**config.mk**
```make
export PLATFORM = sky130hd
export DESIGN_NAME = uart_fifo_ctrl
export DESIGN_NICKNAME = d
export VERILOG_FILES = /design/src/rtl/uart_fifo_pkg.sv /design/src/rtl/uart_fifo_cfg_reg.sv /design/src/rtl/uart_fifo_buf.sv /design/src/rtl/uart_rx_timeout.sv /design/src/rtl/uart_fifo_ctrl.sv
export SDC_FILE = /design/constraint.sdc
export NUM_CORES = 1
export LEC_CHECK = 0
export BUFFER_PORTS_ARGS = -buffer_cell sky130_fd_sc_hd__buf_2
export CAP_MARGIN = 10
export CORE_ASPECT_RATIO = 0.8
export CORE_UTILIZATION = 45
export CTS_CLUSTER_SIZE = 25
export DETAILED_ROUTE_END_ITERATION = 10
export HOLD_SLACK_MARGIN = 0.1
export PLACE_DENSITY = 0.6
export SYNTH_ARGS = -nofsm -noshare
export SYNTH_HDL_FRONTEND = slang
export SYNTH_SLANG_ARGS = --single-unit
```
**constraint.sdc**
```tcl
create_clock -name clk_i -period 7.4 [get_ports clk_i]
set_input_delay 1.11 -clock clk_i [delete_from_list [all_inputs] [get_ports clk_i]]
set_output_delay 1.11 -clock clk_i [all_outputs]
set_load 0.005 [all_outputs]
```
**src/rtl/uart_fifo_pkg.sv**
```systemverilog
package uart_fifo_pkg;
  localparam int unsigned BIT_EN     = 0;
  localparam int unsigned BIT_RX_CLR = 1;
  localparam int unsigned BIT_TX_CLR = 2;
  localparam int unsigned BIT_DMA    = 3;
  localparam int unsigned BIT_TRIG   = 6;

  typedef enum logic [1:0] {
    TRIG_1  = 2'b00,
    TRIG_4  = 2'b01,
    TRIG_8  = 2'b10,
    TRIG_14 = 2'b11
  } rx_trig_e;

  typedef struct packed {
    rx_trig_e trig;
    logic     dma;
    logic     en;
  } fifo_cfg_t;

  function automatic int unsigned trig_bytes(rx_trig_e t);
    case (t)
      TRIG_1:  return 1;
      TRIG_4:  return 4;
      TRIG_8:  return 8;
      default: return 14;
    endcase
  endfunction
endpackage

```
**src/rtl/uart_fifo_cfg_reg.sv**
```systemverilog
module uart_fifo_cfg_reg
  import uart_fifo_pkg::*;
(
  input  logic       clk_i,
  input  logic       rst_ni,
  input  logic       we_i,
  input  logic [7:0] wdata_i,
  output fifo_cfg_t  cfg_o,
  output logic       flush_tx_o,
  output logic       flush_rx_o,
  output logic [7:0] rdata_o
);
  fifo_cfg_t cfg_q;
  logic      unused_wbits;

  assign unused_wbits = ^wdata_i[5:4];

  always_ff @(posedge clk_i or negedge rst_ni) begin
    if (!rst_ni) begin
      cfg_q <= '{trig: TRIG_1, dma: 1'b0, en: 1'b0};
    end else if (we_i) begin
      if (wdata_i[BIT_EN]) begin
        cfg_q.trig <= rx_trig_e'(wdata_i[BIT_TRIG+:2]);
        cfg_q.dma  <= wdata_i[BIT_DMA];
        cfg_q.en   <= 1'b1;
      end else begin
        cfg_q.en   <= 1'b0;  // other bits of this write ignored
      end
    end
  end

  // flush strobes live for the write cycle only: self-clearing
  assign flush_tx_o = we_i & wdata_i[BIT_EN] & wdata_i[BIT_TX_CLR];
  assign flush_rx_o = we_i & wdata_i[BIT_EN] & wdata_i[BIT_RX_CLR];

  assign cfg_o   = cfg_q;
  assign rdata_o = {cfg_q.trig, 2'b00, cfg_q.dma, 2'b00, cfg_q.en};
endmodule

```
**src/rtl/uart_fifo_buf.sv**
```systemverilog
module uart_fifo_buf #(
  parameter int unsigned DW    = 8,
  parameter int unsigned DEPTH = 16,
  localparam int unsigned AW   = (DEPTH > 1) ? $clog2(DEPTH) : 1,
  localparam int unsigned CW   = $clog2(DEPTH + 1)
) (
  input  logic          clk_i,
  input  logic          rst_ni,
  input  logic          clr_i,
  input  logic          push_i,
  input  logic [DW-1:0] data_i,
  input  logic          pop_i,
  output logic [DW-1:0] data_o,
  output logic [CW-1:0] count_o,
  output logic          full_o,
  output logic          empty_o,
  output logic          push_ok_o,
  output logic          pop_ok_o,
  output logic          drop_o
);
  localparam logic [CW-1:0] FULL_CNT = CW'(DEPTH);
  localparam logic [AW-1:0] LAST_PTR = AW'(DEPTH - 1);

  logic [DW-1:0] mem_q [DEPTH];
  logic [AW-1:0] wr_ptr_q, rd_ptr_q;
  logic [CW-1:0] cnt_q;

  function automatic logic [AW-1:0] ptr_inc(logic [AW-1:0] p);
    return (p == LAST_PTR) ? '0 : p + AW'(1);
  endfunction

  assign full_o    = (cnt_q == FULL_CNT);
  assign empty_o   = (cnt_q == '0);
  assign pop_ok_o  = pop_i & ~empty_o & ~clr_i;
  assign push_ok_o = push_i & ~clr_i & (~full_o | pop_ok_o);
  assign drop_o    = push_i & ~clr_i & full_o & ~pop_ok_o;

  always_ff @(posedge clk_i or negedge rst_ni) begin
    if (!rst_ni) begin
      wr_ptr_q <= '0;
      rd_ptr_q <= '0;
      cnt_q    <= '0;
    end else if (clr_i) begin
      wr_ptr_q <= '0;
      rd_ptr_q <= '0;
      cnt_q    <= '0;
    end else begin
      if (push_ok_o) wr_ptr_q <= ptr_inc(wr_ptr_q);
      if (pop_ok_o)  rd_ptr_q <= ptr_inc(rd_ptr_q);
      case ({push_ok_o, pop_ok_o})
        2'b10:   cnt_q <= cnt_q + CW'(1);
        2'b01:   cnt_q <= cnt_q - CW'(1);
        default: cnt_q <= cnt_q;
      endcase
    end
  end

  always_ff @(posedge clk_i) begin
    if (push_ok_o) mem_q[wr_ptr_q] <= data_i;
  end

  assign data_o  = mem_q[rd_ptr_q];
  assign count_o = cnt_q;
endmodule

```
**src/rtl/uart_rx_timeout.sv**
```systemverilog
module uart_rx_timeout #(
  parameter int unsigned CHAR_LIMIT = 4,
  localparam int unsigned TW        = $clog2(CHAR_LIMIT + 1)
) (
  input  logic clk_i,
  input  logic rst_ni,
  input  logic en_i,
  input  logic empty_i,
  input  logic activity_i,
  input  logic tick_i,
  output logic timeout_o
);
  localparam logic [TW-1:0] LIMIT = TW'(CHAR_LIMIT);

  logic [TW-1:0] idle_q;

  always_ff @(posedge clk_i or negedge rst_ni) begin
    if (!rst_ni) begin
      idle_q <= '0;
    end else if (!en_i || empty_i || activity_i) begin
      idle_q <= '0;
    end else if (tick_i && idle_q != LIMIT) begin
      idle_q <= idle_q + TW'(1);  // saturates at the limit
    end
  end

  assign timeout_o = en_i & ~empty_i & (idle_q == LIMIT);
endmodule

```
**src/rtl/uart_fifo_ctrl.sv**
```systemverilog
module uart_fifo_ctrl
  import uart_fifo_pkg::*;
#(
  parameter int unsigned DATA_W     = 8,
  parameter int unsigned FIFO_DEPTH = 16,
  parameter int unsigned CHAR_LIMIT = 4,
  localparam int unsigned CW        = $clog2(FIFO_DEPTH + 1)
) (
  input  logic              clk_i,
  input  logic              rst_ni,
  input  logic              cfg_we_i,
  input  logic [7:0]        cfg_wdata_i,
  output logic [7:0]        cfg_o,
  output logic              dma_mode_o,
  input  logic              tx_push_i,
  input  logic [DATA_W-1:0] tx_data_i,
  input  logic              tx_pop_i,
  output logic [DATA_W-1:0] tx_data_o,
  output logic [CW-1:0]     tx_count_o,
  output logic              tx_full_o,
  output logic              tx_empty_o,
  input  logic              rx_push_i,
  input  logic [DATA_W-1:0] rx_data_i,
  input  logic              rx_pop_i,
  output logic [DATA_W-1:0] rx_data_o,
  output logic [CW-1:0]     rx_count_o,
  output logic              rx_full_o,
  output logic              rx_empty_o,
  input  logic              char_tick_i,
  output logic              rx_avail_o,
  output logic              rx_timeout_o,
  output logic              rx_overrun_o
);
  fifo_cfg_t cfg;
  logic      flush_tx, flush_rx, tx_clr, rx_clr;
  logic      tx_push_ok, tx_pop_ok, tx_drop;
  logic      rx_push_ok, rx_pop_ok, rx_drop;
  logic      unused_tx;
  logic      ovr_q;

  uart_fifo_cfg_reg u_cfg (
    .clk_i, .rst_ni,
    .we_i      (cfg_we_i),
    .wdata_i   (cfg_wdata_i),
    .cfg_o     (cfg),
    .flush_tx_o(flush_tx),
    .flush_rx_o(flush_rx),
    .rdata_o   (cfg_o)
  );

  assign tx_clr = ~cfg.en | flush_tx;
  assign rx_clr = ~cfg.en | flush_rx;

  uart_fifo_buf #(.DW(DATA_W), .DEPTH(FIFO_DEPTH)) u_tx_buf (
    .clk_i, .rst_ni,
    .clr_i    (tx_clr),
    .push_i   (tx_push_i),
    .data_i   (tx_data_i),
    .pop_i    (tx_pop_i),
    .data_o   (tx_data_o),
    .count_o  (tx_count_o),
    .full_o   (tx_full_o),
    .empty_o  (tx_empty_o),
    .push_ok_o(tx_push_ok),
    .pop_ok_o (tx_pop_ok),
    .drop_o   (tx_drop)
  );
  assign unused_tx = tx_push_ok ^ tx_pop_ok ^ tx_drop;

  uart_fifo_buf #(.DW(DATA_W), .DEPTH(FIFO_DEPTH)) u_rx_buf (
    .clk_i, .rst_ni,
    .clr_i    (rx_clr),
    .push_i   (rx_push_i),
    .data_i   (rx_data_i),
    .pop_i    (rx_pop_i),
    .data_o   (rx_data_o),
    .count_o  (rx_count_o),
    .full_o   (rx_full_o),
    .empty_o  (rx_empty_o),
    .push_ok_o(rx_push_ok),
    .pop_ok_o (rx_pop_ok),
    .drop_o   (rx_drop)
  );

  uart_rx_timeout #(.CHAR_LIMIT(CHAR_LIMIT)) u_tmo (
    .clk_i, .rst_ni,
    .en_i      (cfg.en),
    .empty_i   (rx_empty_o),
    .activity_i(rx_push_ok | rx_pop_ok),
    .tick_i    (char_tick_i),
    .timeout_o (rx_timeout_o)
  );

  always_ff @(posedge clk_i or negedge rst_ni) begin
    if (!rst_ni)       ovr_q <= 1'b0;
    else if (rx_clr)   ovr_q <= 1'b0;
    else if (rx_drop)  ovr_q <= 1'b1;
  end

  assign rx_overrun_o = ovr_q;
  assign dma_mode_o   = cfg.dma;
  assign rx_avail_o   = cfg.en & (32'(rx_count_o) >= trig_bytes(cfg.trig));
endmodule

```
Word level (Yosys, flattened, before mapping)
Memories as Yosys holds them, arrays and structs flattened.
Index checks and enable logic that the tools add are counted.
{"block": "classes", "n_lt_le_gt_ge": 1, "mux": 26, "reduce_logical": 16, "bitwise": 29, "n_addsub": 9, "n_eq_ne": 14}
{"op": "4-bit two-way mux", "n": 12}
{"op": "5-bit by 32-bit >= comparator with 1-bit output", "n": 1}
{"op": "5-bit case mux with 2 select lines", "n": 2}
{"op": "4-bit by 1-bit adder with 4-bit output (second input constant)", "n": 4}
{"op": "1-bit bitwise AND", "n": 16}
{"op": "4-bit equality test (second input constant)", "n": 4}
{"op": "4-bit case mux with 3 select lines", "n": 1}
{"op": "2-bit nonzero test", "n": 6}
{"op": "5-bit by 1-bit adder with 5-bit output (second input constant)", "n": 2}
{"op": "5-bit equality test (second input constant)", "n": 2}
{"op": "5-bit zero test", "n": 2}
{"op": "5-bit two-way mux", "n": 2}
{"op": "5-bit by 1-bit subtractor with 5-bit output (second input constant)", "n": 2}
{"op": "1-bit NOT", "n": 8}
{"op": "1-bit two-way mux", "n": 7}
{"op": "2-bit by 1-bit equality test with 1-bit output (second input constant)", "n": 3}
{"op": "2-bit equality test (second input constant)", "n": 3}
{"op": "3-bit two-way mux", "n": 2}
{"op": "3-bit nonzero test", "n": 2}
{"op": "1-bit OR", "n": 5}
{"op": "3-bit by 1-bit adder with 3-bit output (second input constant)", "n": 1}
{"op": "3-bit equality test (second input constant)", "n": 1}
{"op": "3-bit inequality test (second input constant)", "n": 1}
{"op": "2-bit zero test", "n": 1}
{"op": "4 further kinds", "n": 5}
{"block": "totals", "n_memories": 2, "ff_bits": 34, "elab_cells": 108, "inputBits": 32, "ram_bits": 256, "output_inout_bits": 42}
{"name": "u_rx_buf.mem_q", "depth": 16, "width": 8, "rd": 1, "rd_clocked_by_memory_dff": 0, "write_ports": 1, "line": "uart_fifo_buf.sv:24", "text": "logic [DW-1:0] mem_q [DEPTH];"}
{"name": "u_tx_buf.mem_q", "depth": 16, "width": 8, "rd": 1, "rd_clocked_by_memory_dff": 0, "write_ports": 1, "line": "uart_fifo_buf.sv:24"}

Depth between registers and ports, before layout
Gate-level depths: netlist of the first run.
{"block": "depth", "word_depth": 10, "mapped_depth": 11, "ltp_nobuf": 11}

By module
A second synthesis of the first run with hierarchy kept.
{"block": "unflattened", "hier_cells": 777, "hier_area_um2": 12498.2}
{"module": "uart_fifo_buf at u_tx_buf", "seq_area_each_um2": 4169.0, "area_each_um2": 5949.5, "n_inst": 1, "cells_per_inst": 364}
{"module": "uart_fifo_buf at u_rx_buf", "seq_area_each_um2": 4169.0, "area_each_um2": 5934.4, "n_inst": 1, "cells_per_inst": 352}
{"module": "uart_fifo_cfg_reg", "seq_area_each_um2": 100.1, "area_each_um2": 239.0, "n_inst": 1, "cells_per_inst": 21}
{"module": "uart_rx_timeout", "seq_area_each_um2": 75.1, "area_each_um2": 222.7, "n_inst": 1, "cells_per_inst": 20}
{"module": "uart_fifo_ctrl", "seq_area_each_um2": 25.0, "area_each_um2": 152.6, "n_inst": 1, "cells_per_inst": 20}

Least setup slack after synthesis of the first run
Ideal clock, no wire load.
{"block": "synth_path", "path_kind": "input-to-reg", "start": "input cfg_wdata_i[1]", "end": "register u_rx_buf.cnt_q[4] (netlist: u_rx_buf.count_o[4])", "path_slack_ns": 4.366, "path_buffers": 1, "setup_time_ns": 0.078, "arrival_time_ns": 2.956, "cell_stages": 10, "required_ns": 7.322, "path_cell_list": "nand3_1 -> nand2_1 -> clkbuf_1 -> or3_1 -> fa_1 -> nand2b_1 -> a21oi_1 -> mux2i_1 -> a32oi_1 -> a21oi_1"}
{"block": "synth_via", "elab_chain_cells": 9, "word_cells_on_any_way": 12, "classes_between": "2 x eq/ne; 2 x mux; 7 x bitwise; 1 x reduce/logical"}
{"item": "start: declaration", "line": "uart_fifo_ctrl.sv:12", "text": "input logic [7:0] cfg_wdata_i,"}
{"item": "1-bit bitwise AND *", "line": "uart_fifo_cfg_reg.sv:34", "text": "assign flush_rx_o = we_i & wdata_i[BIT_EN] & wdata_i[BIT_RX_CLR];"}
{"item": "1-bit OR *", "line": "uart_fifo_ctrl.sv:52", "text": "assign rx_clr = ~cfg.en | flush_rx;"}
{"item": "1-bit NOT", "line": "uart_fifo_buf.sv:34, uart_fifo_buf.sv:35"}
{"item": "1-bit bitwise AND", "line": "uart_fifo_buf.sv:34", "text": "assign pop_ok_o = pop_i & ~empty_o & ~clr_i;"}
{"item": "1-bit OR", "line": "uart_fifo_buf.sv:35", "text": "assign push_ok_o = push_i & ~clr_i & (~full_o | pop_ok_o);"}
{"item": "1-bit bitwise AND", "line": "uart_fifo_buf.sv:35"}
{"item": "2-bit by 1-bit equality test with 1-bit output or 2-bit equality test (tied branches)", "line": "uart_fifo_buf.sv:50", "text": "case ({push_ok_o, pop_ok_o})"}
{"item": "5-bit case mux with 2 select lines", "line": "uart_fifo_buf.sv:50"}
{"item": "5-bit two-way mux", "line": "uart_fifo_buf.sv:43", "text": "end else if (clr_i) begin"}
{"item": "end signal: assignment", "line": "uart_fifo_buf.sv:51", "text": "2'b10: cnt_q <= cnt_q + CW'(1);"}
{"item": "end signal: assignment", "line": "uart_fifo_buf.sv:52", "text": "2'b01: cnt_q <= cnt_q - CW'(1);"}
{"item": "end signal: assignment", "line": "uart_fifo_buf.sv:53", "text": "default: cnt_q <= cnt_q;"}
{"item": "end: declaration", "line": "uart_fifo_buf.sv:26", "text": "logic [CW-1:0] cnt_q;"}
Mark *: on every way between the ends. The rest lies on a longest branch, timed or not.
A chain may end at the register's enable or synchronous reset.

Final worst setup path of the first run
{"block": "layout_path", "start": "register u_tx_buf.rd_ptr_q[1]", "end": "output tx_data_o[4]"}
{"block": "layout_via", "elab_chain_cells": 1}
{"item": "start: declaration", "line": "uart_fifo_buf.sv:25", "text": "logic [AW-1:0] wr_ptr_q, rd_ptr_q;"}
{"item": "start signal: assignment", "line": "uart_fifo_buf.sv:49", "text": "if (pop_ok_o) rd_ptr_q <= ptr_inc(rd_ptr_q);"}
{"item": "memory 16 x 8 bit"}
{"item": "end: declaration", "line": "uart_fifo_ctrl.sv:18", "text": "output logic [DATA_W-1:0] tx_data_o,"}
No other way between the ends.

==> results of run 1 <==
## sequential cells by signal, indices dropped and copies added (netlist names)
name,flops
rx_overrun_o,1
u_cfg.cfg_o,4
u_rx_buf.count_o,5
u_rx_buf.mem_q,128
u_rx_buf.rd_ptr_q,4
u_rx_buf.wr_ptr_q,4
u_tmo.idle_q,3
u_tx_buf.count_o,5
u_tx_buf.mem_q,128
u_tx_buf.rd_ptr_q,4
u_tx_buf.wr_ptr_q,4
## metrics by stage
stage / setup WS (ps) / total power (uW) / hold WS [ps]
2_1_floorplan: 4366 / 2038 / 485.9
3_3_place_gp: 3622 / 2118 / 493.4
3_5_place_dp: 3601 / 2132 / 486.6
4_1_cts: 3021 / 3571 / 518.8
5_1_grt: 2894 / 3660 / 576.8
6_report: 3065 / 3543 / 516.8
## cell type report
| type | count | area, um2 | area share |
|---|---|---|---|
| inverter | 22 | 82.58 | 0.005927 |
| clock buffer | 37 | 785.8 | 0.05640 |
| timing repair buffer | 75 | 395.4 | 0.02838 |
| tap | 357 | 446.7 | 0.03206 |
| clock inverter | 17 | 162.7 | 0.01167 |
| multi-input combinational | 424 | 3518 | 0.2525 |
| sequential | 290 | 8541 | 0.6130 |
## power by group through the flow
stage	logic, uW	registers (uW)	clock network, uW
finish	278	1820	1450
global route	306	1820	1530
CTS	281	1820	1470
detailed placement	280	1850	0
global placement	268	1850	0
floorplan	191	1850	0
## worst min-delay path by stage
stage	end	slack (ps)	depth (start not counted)
final	rx_overrun_o	520	2
after global routing	u_cfg.cfg_o[1]	580	1
after CTS	rx_overrun_o	520	2
after detailed placement	rx_overrun_o	490	2
after global placement	rx_overrun_o	490	2
after floorplan	rx_overrun_o	490	2
## placed cells by master, fill, tap and decap left out, types with 6 or more instances in the layout
cell type  instances
nand3_1           15
edfxtp_1         256
mux2_2            19
inv_1             22
mux2i_1           57
dfrtp_1           32
clkinv_2           6
a21oi_1           39
ha_1              22
clkbuf_16         29
a221oi_1          16
nor3_1            12
nand2b_1           6
nor2_1            37
a22oi_1           16
nor2b_1            6
xnor2_1            7
buf_2             67
mux4_2            32
and2_1            19
nand2_1           38
o21ai_0           37
buf_4              7
## worst register-to-register path, stage by stage (launching register included)
cell and delay, ps:
dfrtp_1 470, nor4_1 480, or2b_4 380, nand2_1 190, or3_1 180, inv_1 90
ha_1 330, nand2b_1 70, a21oi_1 290, mux2i_1 240, a32oi_1 70, a21oi_1 160
## per-layer routing
layer | vias up | track usage | part of all wire
met5 | - | 0 | 0
met2 | 211 | 0.2881 | 0.46
met3 | 29 | 0.02720 | 0.053
li1 | 3134 | - | -
met1 | 3495 | 0.2603 | 0.47
met4 | 0 | 0.04016 | 0.015
## kinds of logic (layout without fill, tap and decap cells)
logic type,Yosys count,after routing,synth area share
AOI/OAI and AO/OA,128,128,0.06776
xor gates and xnor gates,10,10,0.007101
adders and majority gates,24,24,0.02556
buffers and inverters,66,151,0.02343
DFF,290,290,0.6922
muxes,108,108,0.1220
other,1,4,0.0003040
and+or+nand+nor,150,150,0.06158
==> metrics.txt, run 1 <==
# Post-CTS Setup Buffers=0; RR Endpoint=u_rx_buf.count_o[4]; TritonCTS Buffers=29; Post-DP Area=0.01297 mm2; final instance area=0.01393 mm2; Final Util=0.5239; Reg2Reg Depth=11; DRC=0; Worst EP arrival=3230 ps; clock root buffer=clkbuf_16; CTS tree=built; Post-Layout Cell Count=1222; die width=187.1 um; Leak=0.004762 uW; post-CTS sizing=0; routability cong.=0.7716; Fin Setup TNS=0 ps; hold path startpoint=rx_overrun_o; final setup fails=0; Worst Setup SP=u_tx_buf.rd_ptr_q[1]; core area=0.02659 mm2; Peak VDD IR=0.1524 mV; worst-margin pin slew=1256 ps; Filler cells=2148; vias in the first global route=6889; Yosys cell types=50; crit end category=primary output; n_diodes=0; H-tree depth=1; power share of the sequential group=0.513; post-placement cell count=1166; clock power share=0.408; Slew headroom=0.1610; register area share after synthesis=0.6922; routed length per instance=20.50 um; register bit count reported by yosys=290; Nets=898; Syn-to-layout area delta=12.95%; CP max FO=22; share of layout cells above drive strength 1=0.2116; count of final max-slew check failures=0; antenna violations before repair=0; initial core utilization=0.4638; Ports=74; power per cell area=254.3 mW/mm2; Worst Skew=18.32 ps; IO Port Bufs=67; power share of the combinational group=0.078; Vias=6869; status=complete, no violations; most frequent cell after synthesis=edfxtp_1; Max clock buf depth=3; fin crit share=0.5859; Hold Crit Class=reg2reg; crit path cell chain=nor2b_1 > a221oi_1 > a22oi_1 > nand2_1 > buf_2; Max Cap Viol=0; Mean Syn Cell Area=15.87 um2; register-to-register setup slack=4360 ps; Rows=53; Worst-path clk slew=60 ps; Overall Global Routing Usage=0.1797; Post-Syn Area=0.01233 mm2; crit path kind=reg2out; gr ovfl total=0; final hold violation count=0; critical path depth=5; worst r2r src=u_rx_buf.count_o[1]; Int Pwr=2773 uW; crit start category=flip-flop; Buf+Inv Stages, Crit Path=1; Max Clk Rate=230.7 MHz; Max stage delay on crit path=1120 ps; FFs w/ async S/R, synth=0.1172; sw frac=0.2174; most frequent cells after synthesis=256 x edfxtp_1, 57 x mux2i_1, 39 x a21oi_1; Post-synth top flop=edfxtp_1; RSZ-0062 raised after global routing=no; post-route antenna net violation count=0; EDFF count, synth=256; DRT Pass-1 Iters=5; die height=150.1 um; hpwl dp=16680 um; Top delay family on crit path=simple AND/OR/NAND/NOR gates; Tmin final=4335 ps; hold_buf cts=0; vias per cell=5.621; first-pass GRT wire length=38600 um; Iteration-0 DRC Markers=454; top-area cell type share of the netlist area=0.6233; synth top area cells=edfxtp_1 62%, dfrtp_1 6.9%, mux4_2 5.8%; yosys warns=0; WP data required=6290 ps; CP Capture Point=tx_data_o[4]; clk sinks=290; Detailed Route WL=25050 um; worst skew pair latency=540 ps; Slowest-stage cell, CP=nor2b_1; largest net degree at the start of global routing=54; die area=0.02808 mm2; Net Switching=770.1 uW; post-synthesis cell count=777; largest area contributor in the netlist=edfxtp_1
(Power assumes the default switching activity.)
==> run 2: changes to the inputs <==
Settings changed: ABC_AREA from default to 1, PLACE_DENSITY 0.6 to 0.62.
Clock period 7.4 ns to 3.7 ns, I/O delays scaled along.
==> metrics.txt, run 2 <==
status=complete, no violations (unchanged); Hold Worst Slack=97.55 ps (was 516.8 ps); Worst Skew=15.13 ps (was 18.32 ps); DRC=0 (unchanged); Fin Setup TNS=0 ps (unchanged); Max Clk Rate=327.6 MHz; setup ws final=647.5 ps (was 3065 ps); Post-Syn Area=0.01249 mm2 (was 0.01233 mm2); clk sinks=290 (unchanged); Regs by FF count=u_rx_buf.mem_q: 128 flops, u_tx_buf.mem_q: 128 flops (unchanged); Max clock buf depth=3 (unchanged); register bit count reported by yosys=290 (unchanged); first-pass GRT wire length=43290 um (was 38600 um); register area share after synthesis=0.6838 (was 0.6922); EDFF count, synth=256 (unchanged); Setup WS pre-CTS=1038 ps (was 3601 ps); CTS tree=built (unchanged); power per cell area=511.8 mW/mm2 (was 254.3 mW/mm2); # Post-CTS Setup Buffers=0 (unchanged); worst skew pair latency=540 ps (about the same); Slew headroom=0.3732 (was 0.1610); Mean Syn Cell Area=11.91 um2 (was 15.87 um2); H-tree depth=1 (unchanged); Worst EP arrival=2500 ps (was 3230 ps); largest area contributor in the netlist=edfxtp_1 (unchanged); Rows=54 (was 53); antenna violations before repair=0 (unchanged); crit end category=primary output (unchanged); Tmin final=3053 ps; commonest non-fill, non-tap cells in the layout=256 x edfxtp_1, 218 x nor2_1, 135 x o21ai_0, 77 x nand2_1, 67 x buf_2 (was 256 x edfxtp_1, 67 x buf_2, 57 x mux2i_1, 39 x a21oi_1, 38 x nand2_1); n_diodes=0 (unchanged); die width=188.2 um (was 187.1 um); Post-synth top flop=edfxtp_1 (unchanged); Leak=0.004955 uW (was 0.004762 uW); initial core utilization=0.4574 (was 0.4638); post-synthesis cell count=1048 (was 777); post-CTS sizing=0 (unchanged); fin crit share=0.8250; count of final max-slew check failures=0 (unchanged); Syn-to-layout area delta=11.40% (was 12.95%); routed length per instance=18.86 um (was 20.50 um); die area=0.02842 mm2 (was 0.02808 mm2); hpwl dp=17390 um (was 16680 um); core area=0.02730 mm2 (was 0.02659 mm2); largest net degree at the start of global routing=67 (was 54); Peak VDD IR=0.4294 mV (was 0.1524 mV); Ports=74 (unchanged); DRT Pass-1 Iters=5 (unchanged); yosys warns=0 (unchanged); Hold Crit Class=in2async (was reg2reg); final setup fails=0 (unchanged); final hold violation count=0 (unchanged); crit start category=flip-flop (unchanged); clock root buffer=clkbuf_16 (unchanged); crit path kind=reg2out (unchanged); FFs w/ async S/R, synth=0.1172 (unchanged); Nets=1160 (was 898); IO Port Bufs=67 (unchanged); Yosys cell types=38 (was 50); vias in the first global route=7486 (was 6889); Detailed Route WL=28060 um (was 25050 um); vias per cell=5.411 (was 5.621); CP max FO=30 (was 22); WP data required=3140 ps (was 6290 ps); worst-margin pin slew=939.1 ps (was 1256 ps); top-area cell type share of the netlist area=0.6157 (was 0.6233); gr ovfl total=0 (unchanged); RSZ-0062 raised after global routing=no (unchanged); synth top area cells=edfxtp_1 62%, dfrtp_1 6.8%, nor2_1 6.6% (was edfxtp_1 62%, dfrtp_1 6.9%, mux4_2 5.8%); die height=151.0 um (was 150.1 um); most frequent cell after synthesis=edfxtp_1 (unchanged); TritonCTS Buffers=29 (unchanged); Max Cap Viol=0 (unchanged); Overall Global Routing Usage=0.1981 (was 0.1797); Final Util=0.5096 (was 0.5239); hold_buf cts=0 (unchanged); most frequent cells after synthesis=256 x edfxtp_1, 218 x nor2_1, 135 x o21ai_0 (was 256 x edfxtp_1, 57 x mux2i_1, 39 x a21oi_1); Worst-path clk slew=60 ps (about the same); Vias=8051 (was 6869); post-route antenna net violation count=0 (unchanged); routability cong.=0.8272 (was 0.7716); Iteration-0 DRC Markers=878 (was 454); most common cell after layout, fill and taps aside=edfxtp_1 (unchanged); share of layout cells above drive strength 1=0.1308 (was 0.2116)
[run 2: path summary, 6_finish.rpt]
check | slack (ps) | end | cells after the start | from
worst max-delay path | 650 | tx_data_o[3] | 7 | u_tx_buf.rd_ptr_q[0]
worst min-delay path | 100 | u_tx_buf.count_o[2] | 1 | rst_ni
worst max register to register | 1290 | u_rx_buf.mem_q[12][3] | 8 | u_cfg.cfg_o[0]
worst min register to register | 500 | rx_overrun_o | 1 | rx_overrun_o
max in group asynchronous | 3030 | u_rx_buf.rd_ptr_q[0] | 1 | rst_ni
min in group clk_i | 250 | u_cfg.cfg_o[1] | 2 | cfg_wdata_i[3]
[run 2: per-layer routing]
layer	track usage	share of wire	wire, um	vias up
met5	0	0	0	-
met4	0.04593	0.018	516	0
met3	0.02665	0.064	1788	41
met2	0.2744	0.41	11410	254
met1	0.3240	0.51	14340	3880
li1	-	-	-	3876
[run 2: kinds of logic after synthesis]
group | synth area share
buffers and inverters | 0.04279
XOR/XNOR | 0.005612
AND/OR/NAND/NOR | 0.1188
other | 0.0003003
AO/OA/AOI/OAI | 0.1226
adder cells (fa/ha/maj) | 0.02525
flip-flops | 0.6838
multiplexers | 0.0009018
[run 2: worst max-delay path, stage by stage (launching register included)]
cell	delay [ps]
dfrtp_2	400
inv_2	450
buf_4	350
o21ai_0	110
o22ai_1	310
o211ai_1	120
nand2_1	100
buf_2	110
[run 2: cell type report]
class,count,area (um2)
Clock buffer,38,799.5
Sequential cell,290,8541
Multi-Input combinational cell,652,3425
Clock inverter,13,60.06
Tap cell,364,455.4
Fill cell,2417,13390
Timing Repair Buffer,77,422.9
Inverter,54,206.4
[run 2: where the power goes]
group          total [uW]  switching (uW)  internal, uW
clock network        2680            1170          1500
registers            3650            37.3          3610
logic                 795             550           245
total                7120            1760          5360
[run 2: stage by stage]
stage / total power, uW / cells / area, um2
after floorplan: 4233 / 1051 / 12500
after global placement: 4494 / 1437 / 13050
after detailed placement: 4507 / 1437 / 13050
after CTS: 7165 / 1488 / 13910
after global routing: 7388 / 1488 / 13910
final: 7119 / 1488 / 13910
==> run 3: changes to the inputs <==
Settings changed: PLACE_DENSITY 0.62 to 0.6.
Clock period 3.7 ns to 2.82 ns, I/O delays scaled along.
==> metrics.txt, run 3 (same netlist as run 2, synthesis figures left out) <==
gr ovfl total=0 (unchanged); power consumption=9900 uW (was 7119 uW); initial core utilization=0.4574 (unchanged); met2 WL=11860 um (was 11410 um); routability cong.=0.7959 (was 0.8272); Max clock buf depth=3 (unchanged); Most common cell on crit path=o211ai_1; final setup fails=0 (unchanged); Slew headroom=0.4625 (was 0.3732); routed length per instance=18.65 um (was 18.86 um); worst skew pair latency=550 ps (was 540 ps); Max Cap Viol=0 (unchanged); post-route antenna net violation count=0 (unchanged); Post-Layout Cell Count=1531 (was 1488); Top delay family on crit path=compound AO/OA/AOI/OAI gates (was buffers and inverters); Worst EP arrival=2240 ps (was 2500 ps); Buf+Inv Stages, Crit Path=2 (was 3); DRT Pass-1 Iters=5 (unchanged); Iteration-0 DRC Markers=823 (was 878); worst-margin pin slew=806.2 ps (was 939.1 ps); worst r2r src=u_tx_buf.count_o[1] (was u_cfg.cfg_o[0]); Hold Worst Slack=130.3 ps (was 97.55 ps); antenna violations before repair=0 (unchanged); crit path cell chain=buf_4 > o21ai_0 > o211ai_1 > o211ai_1 > nand2_1 > buf_2 (was inv_2 > buf_4 > o21ai_0 > o22ai_1 > o211ai_1 > nand2_1 > buf_2); largest net degree at the start of global routing=67 (unchanged); die area=0.02842 mm2 (unchanged); RSZ-0062 raised after global routing=no (unchanged); crit path kind=reg2out (unchanged); Worst Setup SP=u_tx_buf.rd_ptr_q[0] (unchanged); Max stage delay on crit path=390 ps (was 450 ps); Nets=1199 (was 1160); hpwl dp=17790 um (was 17390 um); crit end category=primary output (unchanged); CTS tree=built (unchanged); post-placement cell count=1472 (was 1437); clock root buffer=clkbuf_16 (unchanged); Syn-to-layout area delta=15.02% (was 11.40%); fin crit share=0.9452; Tmin final=2665 ps; vias per cell=5.385 (was 5.411); Detailed Route WL=28560 um (was 28060 um); clk sinks=290 (unchanged); die height=151.0 um (unchanged); Fin Setup TNS=0 ps (unchanged); Max Clk Rate=375.2 MHz; Filler cells=2379 (was 2417); n_diodes=0 (unchanged); DRC=0 (unchanged); commonest non-fill, non-tap cells in the layout=256 x edfxtp_1, 218 x nor2_1, 135 x o21ai_0, 77 x nand2_1, 67 x buf_2 (unchanged); CP max FO=45 (was 30); IO Port Bufs=67 (unchanged); TritonCTS Buffers=30 (was 29); Leak=0.005224 uW (was 0.004955 uW); vias in the first global route=7618 (was 7486); crit start category=flip-flop (unchanged); first-pass GRT wire length=44170 um (was 43290 um); Worst Skew=7.188 ps (was 15.13 ps); Rows=54 (unchanged); final hold violation count=0 (unchanged); die width=188.2 um (unchanged); Slowest-stage cell, CP=buf_4 (was inv_2); top layer in use=met4 (unchanged); count of final max-slew check failures=0 (unchanged); # Post-CTS Setup Buffers=0 (unchanged); most common cell after layout, fill and taps aside=edfxtp_1 (unchanged); hold path startpoint=cfg_wdata_i[6]; Metal-1 WL=14500 um (was 14340 um); share of layout cells above drive strength 1=0.1577 (was 0.1308); Vias=8245 (was 8051); hold_buf cts=3 (was 0); Final Util=0.5261 (was 0.5096); Worst-path clk slew=60 ps (about the same); Peak VDD IR=0.4658 mV (was 0.4294 mV); core area=0.02730 mm2 (unchanged); Regs by FF count=u_rx_buf.mem_q: 128 flops, u_tx_buf.mem_q: 128 flops (unchanged); wire length on met3=1749 um (was 1788 um); Overall Global Routing Usage=0.2028 (was 0.1981); Ports=74 (unchanged); status=complete, no violations (unchanged); Hold Crit Class=in2reg (was in2async); WP data required=2400 ps (was 3140 ps); H-tree depth=1 (unchanged); post-CTS sizing=0 (unchanged); power per cell area=689.4 mW/mm2 (was 511.8 mW/mm2)
[run 3: cell type report]
class / count / area [um2] / area share
Sequential cell: 290 / 8541 / 0.5947
Inverter: 54 / 206.4 / 0.01438
Timing Repair Buffer: 115 / 715.7 / 0.04983
Clock inverter: 13 / 197.7 / 0.01377
Clock buffer: 43 / 820.8 / 0.05715
Tap cell: 364 / 455.4 / 0.03171
Multi-Input combinational cell: 652 / 3425 / 0.2385
[run 3: final timing paths]
path | to | slack [ps] | depth (start not counted)
max | tx_data_o[4] | 150 | 6
max reg2reg | u_tx_buf.count_o[4] | 520 | 15
min in group asynchronous | u_tx_buf.count_o[3] | 500 | 2
min reg2reg | rx_overrun_o | 490 | 1
min | u_cfg.cfg_o[2] | 130 | 3
max in group asynchronous | u_rx_buf.rd_ptr_q[0] | 1750 | 2
[run 3: worst reg2reg max path, stage by stage, from the launching register on]
cell and delay (ps):
dfrtp_1 420, nor2_1 250, nand3_2 170, nand2_2 140
nor2_4 70, nand2_4 120, inv_1 100, ha_1 320
a21oi_1 200, nand2_1 70, nand2_1 80, nand2_1 50
nand2_1 60, nand2_1 50, nand2_1 60, nand2_1 40
[run 3: layer usage]
layer  vias up  global-route usage
met5         -                   0
met4         0             0.04472
met3        35             0.03661
met2       247              0.2801
met1      3992              0.3273
li1       3971                   -
[run 3: power breakdown]
group          switching [uW]  total [uW]  internal (uW)  leakage [uW]
clock network            1590        4070           2480      0.000491
logic                     709        1040            333       0.00197
registers                51.0        4790           4730       0.00276
total                    2350        9900           7550       0.00522
[run 3: per-stage QoR]
step | setup WS (ps) | instance area, um2
after floorplan | 813.2 | 12500
after global placement | 450.1 | 13310
after global routing | 22.53 | 14360
final | 154.5 | 14360
after detailed placement | 405.5 | 13310
after CTS | 125.9 | 14360
